==> config.mk <==
export PLATFORM = sky130hd
export DESIGN_NAME = pswl_divider
export DESIGN_NICKNAME = d
export VERILOG_FILES = /design/src/rtl/pswl_pkg.sv /design/src/rtl/pswl_prescaler.sv /design/src/rtl/pswl_sequencer.sv /design/src/rtl/pswl_divider.sv
export SDC_FILE = /design/constraint.sdc
export NUM_CORES = 1
export LEC_CHECK = 0
export ABC_AREA = 1
export BUFFER_PORTS_ARGS = -buffer_cell sky130_fd_sc_hd__buf_4
export CORE_MARGIN = 5
export CORE_UTILIZATION = 59
export DETAILED_ROUTE_END_ITERATION = 10
export GPL_TIMING_DRIVEN = 1
export PLACE_DENSITY_LB_ADDON = 0.15
export SLEW_MARGIN = 20
export SYNTH_ARGS = -nofsm -noshare
export SYNTH_HDL_FRONTEND = slang
export SYNTH_SLANG_ARGS = --single-unit
==> constraint.sdc <==
create_clock -name clk_in -period 2.1 [get_ports clk_in]
set_input_delay 0 -clock clk_in [delete_from_list [all_inputs] [get_ports clk_in]]
set_output_delay 0 -clock clk_in [all_outputs]
set_load 0.01 [all_outputs]
==> src/rtl/pswl_pkg.sv <==
package pswl_pkg;
   // modulus control towards the dual-modulus prescaler
   typedef enum logic {
      MOD_LOW  = 1'b0,   // divide by M
      MOD_HIGH = 1'b1    // divide by M+1
   } modsel_e;
endpackage

==> src/rtl/pswl_prescaler.sv <==
module pswl_prescaler
   import pswl_pkg::*;
#(
   parameter int M = 4
) (
   input  logic    clk_in,
   input  logic    rst,
   input  modsel_e mc,
   output logic    tc
);
   localparam int GW = $clog2(M + 2) + 1;

   generate
      if (M < 2) begin : g_bad_modulus
         $error("pswl_prescaler: M must be at least 2");
      end

      if (M == 4) begin : g_cell45
         // three-flop 4/5 cell; mc is consulted while q2 is high
         logic q1, q2, q3;
         always_ff @(posedge clk_in) begin
            if (rst) begin
               q1 <= 1'b0;
               q2 <= 1'b0;
               q3 <= 1'b0;
            end else begin
               q1 <= ~q2 & ~q3;
               q2 <= q1;
               q3 <= q2 & (mc == MOD_HIGH);
            end
         end
         assign tc = ~q1 & ~q2 & ~q3;
      end else begin : g_counter
         localparam int CW = $clog2(M + 1);
         logic [CW-1:0] cnt;
         logic          last;
         assign last = (mc == MOD_HIGH) ? (cnt == CW'(M)) : (cnt == CW'(M - 1));
         always_ff @(posedge clk_in) begin
            if (rst)       cnt <= '0;
            else if (last) cnt <= '0;
            else           cnt <= cnt + 1'b1;
         end
         assign tc = (cnt == '0);
      end
   endgenerate

   // cycles elapsed since the previous terminal event
   logic [GW-1:0] gap;
   always_ff @(posedge clk_in) begin
      if (rst)     gap <= '0;
      else if (tc) gap <= GW'(1);
      else if (gap != '0) gap <= gap + 1'b1;
   end

   // prescaler cycle length follows modulus control
   p_prescale_len_r3: assert property (@(posedge clk_in) disable iff (rst)
      (tc && gap != '0) |-> (gap == ((mc == MOD_HIGH) ? GW'(M + 1) : GW'(M))));

   p_tc_single_r3: assert property (@(posedge clk_in) disable iff (rst)
      tc |=> !tc);
endmodule

==> src/rtl/pswl_sequencer.sv <==
module pswl_sequencer
   import pswl_pkg::*;
#(
   parameter int PW = 6
) (
   input  logic          clk_in,
   input  logic          rst,
   input  logic          tc,
   input  logic [PW-1:0] p_in,
   input  logic [PW-1:0] s_in,
   output modsel_e       mc,
   output logic          period_start,
   output logic          cfg_err
);
   logic [PW-1:0] prog_cnt, swal_cnt;
   logic [PW-1:0] hold_p, hold_s;
   logic [PW-1:0] use_p, use_s;
   logic          legal;

   always_comb begin
      legal = (p_in != '0) && (s_in <= p_in);
      use_p = legal ? p_in : hold_p;
      use_s = legal ? s_in : hold_s;
   end

   // program counter at its terminal value on a prescaler event ends the period
   assign period_start = tc && (prog_cnt == '0);

   always_ff @(posedge clk_in) begin
      if (rst) begin
         prog_cnt <= '0;
         swal_cnt <= '0;
         mc       <= MOD_LOW;
         hold_p   <= PW'(1);
         hold_s   <= '0;
         cfg_err  <= 1'b0;
      end else if (tc) begin
         if (prog_cnt == '0) begin
            prog_cnt <= use_p - 1'b1;
            mc       <= (use_s != '0) ? MOD_HIGH : MOD_LOW;
            swal_cnt <= (use_s != '0) ? use_s - 1'b1 : '0;
            cfg_err  <= !legal;
            if (legal) begin
               hold_p <= p_in;
               hold_s <= s_in;
            end
         end else begin
            prog_cnt <= prog_cnt - 1'b1;
            mc       <= (swal_cnt != '0) ? MOD_HIGH : MOD_LOW;
            if (swal_cnt != '0) swal_cnt <= swal_cnt - 1'b1;
         end
      end
   end

   // modulus only switches at a prescaler boundary
   p_mc_stable_r4: assert property (@(posedge clk_in) disable iff (rst)
      !tc |=> $stable(mc));

   // swallow cycles never outnumber the remaining program cycles
   p_swallow_within_r4: assert property (@(posedge clk_in) disable iff (rst)
      swal_cnt <= prog_cnt);

   // the held ratio is always legal
   p_hold_legal_r6: assert property (@(posedge clk_in) disable iff (rst)
      (hold_p != '0) && (hold_s <= hold_p));
endmodule

==> src/rtl/pswl_divider.sv <==
module pswl_divider
   import pswl_pkg::*;
#(
   parameter int M  = 4,
   parameter int PW = 6
) (
   input  logic          clk_in,
   input  logic          rst,
   input  logic [PW-1:0] prog_p,
   input  logic [PW-1:0] prog_s,
   output logic          div_out,
   output logic          cfg_err
);
   generate
      if (PW < 1) begin : g_bad_width
         $error("pswl_divider: PW must be at least 1");
      end
   endgenerate

   modsel_e mc;
   logic    tc;
   logic    period_start;

   pswl_prescaler #(.M(M)) u_pre (
      .clk_in (clk_in),
      .rst    (rst),
      .mc     (mc),
      .tc     (tc)
   );

   pswl_sequencer #(.PW(PW)) u_seq (
      .clk_in       (clk_in),
      .rst          (rst),
      .tc           (tc),
      .p_in         (prog_p),
      .s_in         (prog_s),
      .mc           (mc),
      .period_start (period_start),
      .cfg_err      (cfg_err)
   );

   always_ff @(posedge clk_in) begin
      if (rst) div_out <= 1'b0;
      else     div_out <= period_start;
   end

   // output pulse is a single input clock wide
   p_pulse_width_r2: assert property (@(posedge clk_in) disable iff (rst)
      div_out |=> !div_out);

   // error flag only moves together with an output pulse
   p_err_at_reload_r6: assert property (@(posedge clk_in) disable iff (rst)
      !$stable(cfg_err) |-> div_out);
endmodule

==> reports/metrics.cfg <==
[place]
io_buffers = 15
pre_cts_slack_ns = 0.0218
dp_cells = 338
place_congestion = 0.828
hpwl_um = 3230
place_area_um2 = 2160

[floorplanning]
die_width_um = 68.0
die_area_um2 = 4630
coreArea_um2 = 3280
initial_core_util = 0.605
rows = 21
die_h_um = 68.0
io_pins = 16

[global_routing]
antenna_found_initial = 0
gr-usage-all-layers = 0.211
grt_max_degree = 19
grt_pass1_wl_um = 7330
grt_pass1_vias = 1710
grt_overflow = 0

[critical_path]
critPathMaxFanout = 8
required_ns = 2.33
critPathCaptureType = flop
reg2reg_slack_ns = 0.20
crit_path_start_kind = flop
r2r_start = u_seq.prog_cnt[3]
path_cells = inv_1 -> nand2_1 -> nor3_2 -> nand3_4 -> inv_2 -> nand3_2 -> nand2_2 -> inv_1 -> ha_1 -> nand3_1 -> inv_1 -> nand2_1 -> nand2_1 -> nor2_1 -> nor2_1
critPathBufInv = 4
max_stage_delay_ns = 0.31
critPathArrivalTime_ns = 2.13
path_class = reg -> reg
critPathSlowestCell = dfxtp_1
r2r_end = u_seq.prog_cnt[4]
crit_family = simple AND/OR/NAND/NOR gates
rr_worst_depth = 15

[sta]
slew_viol_final = 0
fin_crit_ns = 1.90
slew_headroom = 0.652
final-hold-violation-count = 0
tightest_slew_ns = 0.521
holdWs_ns = 0.0521
fin_worst_skew_ns = 0.0108
fmax_mhz = 526
rsz0062_at_grt = no
finalCritPeriodShare = 0.906
final-setup-viol-count = 0
setup_ws_ns = 0.197
fin_setup_tns_ns = 0

[power]
power.density_nw_per_um2 = 1130
peakVddDrop_mv = 0.529
p_leak_nw = 1.09
p_seq_frac = 0.312
p_comb_frac = 0.502
power.share.switching = 0.426
intPower_mw = 1.48
p_sw_mw = 1.10
power_frac_clock = 0.186
p_total_mw = 2.57

[logic_synthesis]
ys_seq_area_frac = 0.302
syn_nets = 300
synth_area_leader_cell = dfxtp_1
syn_inst = 276
avgSynthCellArea_um2 = 7.19
synth_top_cells_by_area = dfxtp_1 30%, nand2_1 9.5%, inv_1 8.9%
synth-seq-cells = 30
synthDistinctLibCells = 37
postSynth.asyncResetShare = 0
synth_top_area_frac = 0.302
synthesis.area_um2 = 1990
yosys_warnings = 0
synth_edf_count = 0
synth_ff_type = dfxtp_1

[cts]
cts.repair.resized = 0
h-tree-depth = 2
cts_buffer_depth = 2
insertion_delay_ns = 0.34
clk_pin_slew_ns = 0.10
numCtsBuffers = 5
cts_tree = built
root_buffer = clkbuf_4
cts.sinks = 30

[routing]
drt_wl_total_um = 4190
final_antenna_net_count = 0
vias = 1772
drcViolationCount = 0
wl_per_cell_um = 12.0
first_pass_iters = 4
drtIter0Drc = 107
vias_per_cell = 5.09

[finish]
drive_gt1_frac = 0.228
n_antenna_cell = 0
stdcell_area_um2 = 2270
multiInputGateArea_um2 = 1160
area_delta_synth_final_pct = 14.3
layout_commonest_cell = nand2_1
nets = 326
seq_area_um2 = 601
fin_util = 0.691
most-common-layout-cells = 50 x nand2_1, 47 x inv_1, 30 x dfxtp_1, 21 x a21oi_1, 21 x nor2_1
nFillCells = 295
final-instance-count-excl-fill = 348

[outcome]
outcome = completed

[hold_path]
holdPathEnd = u_seq.hold_p[0]
hp-class = in -> reg
whs_path_depth = 4
hp-start = prog_p[0]

[run]
drv_cap = 0

-- metal layers --
layer	wire [µm]	share of wire	track usage
met3	146	0.035	0.0460
met4	57	0.014	0.0868
met1	2010	0.48	0.263
met2	1970	0.47	0.350
met5	0	0	0
-- power groups by stage --
stage                     Combinational, mW  Clock, mW  Sequential [mW]
final                                  1.29      0.479            0.803
after global routing                   1.46      0.515            0.817
after CTS                              1.29      0.492            0.803
after detailed placement               1.28          0            0.815
after global placement                 1.26          0            0.809
after floorplan                        1.02          0            0.797
-- cell families after synthesis --
group / after synthesis / share of synthesized area
AO/OA/AOI/OAI: 51 / 0.151
XOR/XNOR: 4 / 0.0214
adder cells (fa/ha/maj): 10 / 0.0630
buffers and inverters: 56 / 0.114
flip-flops: 30 / 0.302
AND/OR/NAND/NOR: 125 / 0.348
-- cell usage after synthesis (2+ instances only) --
library cell / n
nand2_1: 50
inv_1: 47
dfxtp_1: 30
a21oi_1: 21
nor2_1: 21
nand3_1: 16
nand2_2: 12
o21ai_0: 12
ha_1: 10
inv_2: 6
nand3_2: 4
nor2_2: 4
nor2_4: 4
o211ai_1: 4
nand3b_1: 3
o21ai_1: 3
o21ai_2: 3
a211oi_1: 2
clkbuf_1: 2
nand3_4: 2
nor3_1: 2
o21a_1: 2
xor2_1: 2
-- state kept, by name, summed over array words and instances, names as in the netlist --
| signal | count |
|---|---|
| u_seq.hold_s | 6 |
| u_pre.g_cell45.q1 | 1 |
| u_seq.cfg_err | 1 |
| u_pre.g_cell45.q2 | 1 |
| u_seq.hold_p | 6 |
| div_out | 1 |
| u_seq.swal_cnt | 6 |
| u_pre.g_cell45.q3 | 1 |
| u_seq.prog_cnt | 6 |
| u_seq.mc | 1 |
-- area by class of cell --
class | count | area share
Sequential cell | 30 | 0.265
Inverter | 53 | 0.0877
Clock buffer | 6 | 0.0226
Clock inverter | 1 | 0.0132
Multi-Input combinational cell | 190 | 0.510
Tap cell | 46 | 0.0254
Timing Repair Buffer | 22 | 0.0761
-- how the worst max path moves through the flow --
stage                                  from           endpoint  slack (ns)  cells after the start
after floorplan                   prog_p[3]  u_seq.prog_cnt[4]        0.21                     19
after global placement            prog_p[5]  u_seq.prog_cnt[4]        0.09                     19
after detailed placement          prog_p[5]  u_seq.prog_cnt[4]        0.02                     19
after CTS                 u_seq.prog_cnt[3]  u_seq.prog_cnt[4]        0.17                     15
after global routing      u_seq.prog_cnt[3]  u_seq.prog_cnt[4]        0.02                     15
final                     u_seq.prog_cnt[3]  u_seq.prog_cnt[4]        0.20                     15
-- tightest hold or removal path: stages --
cell      delay (ns)
buf_4           0.09
nand3b_1        0.14
o22ai_1         0.09
nand2_1         0.05
-- what timing repair did --
action,in CTS,in global routing
endpoints found under the hold margin,11,0
buffers inserted,0,0
hold buffers,3,0
(Power assumes the default switching activity.)
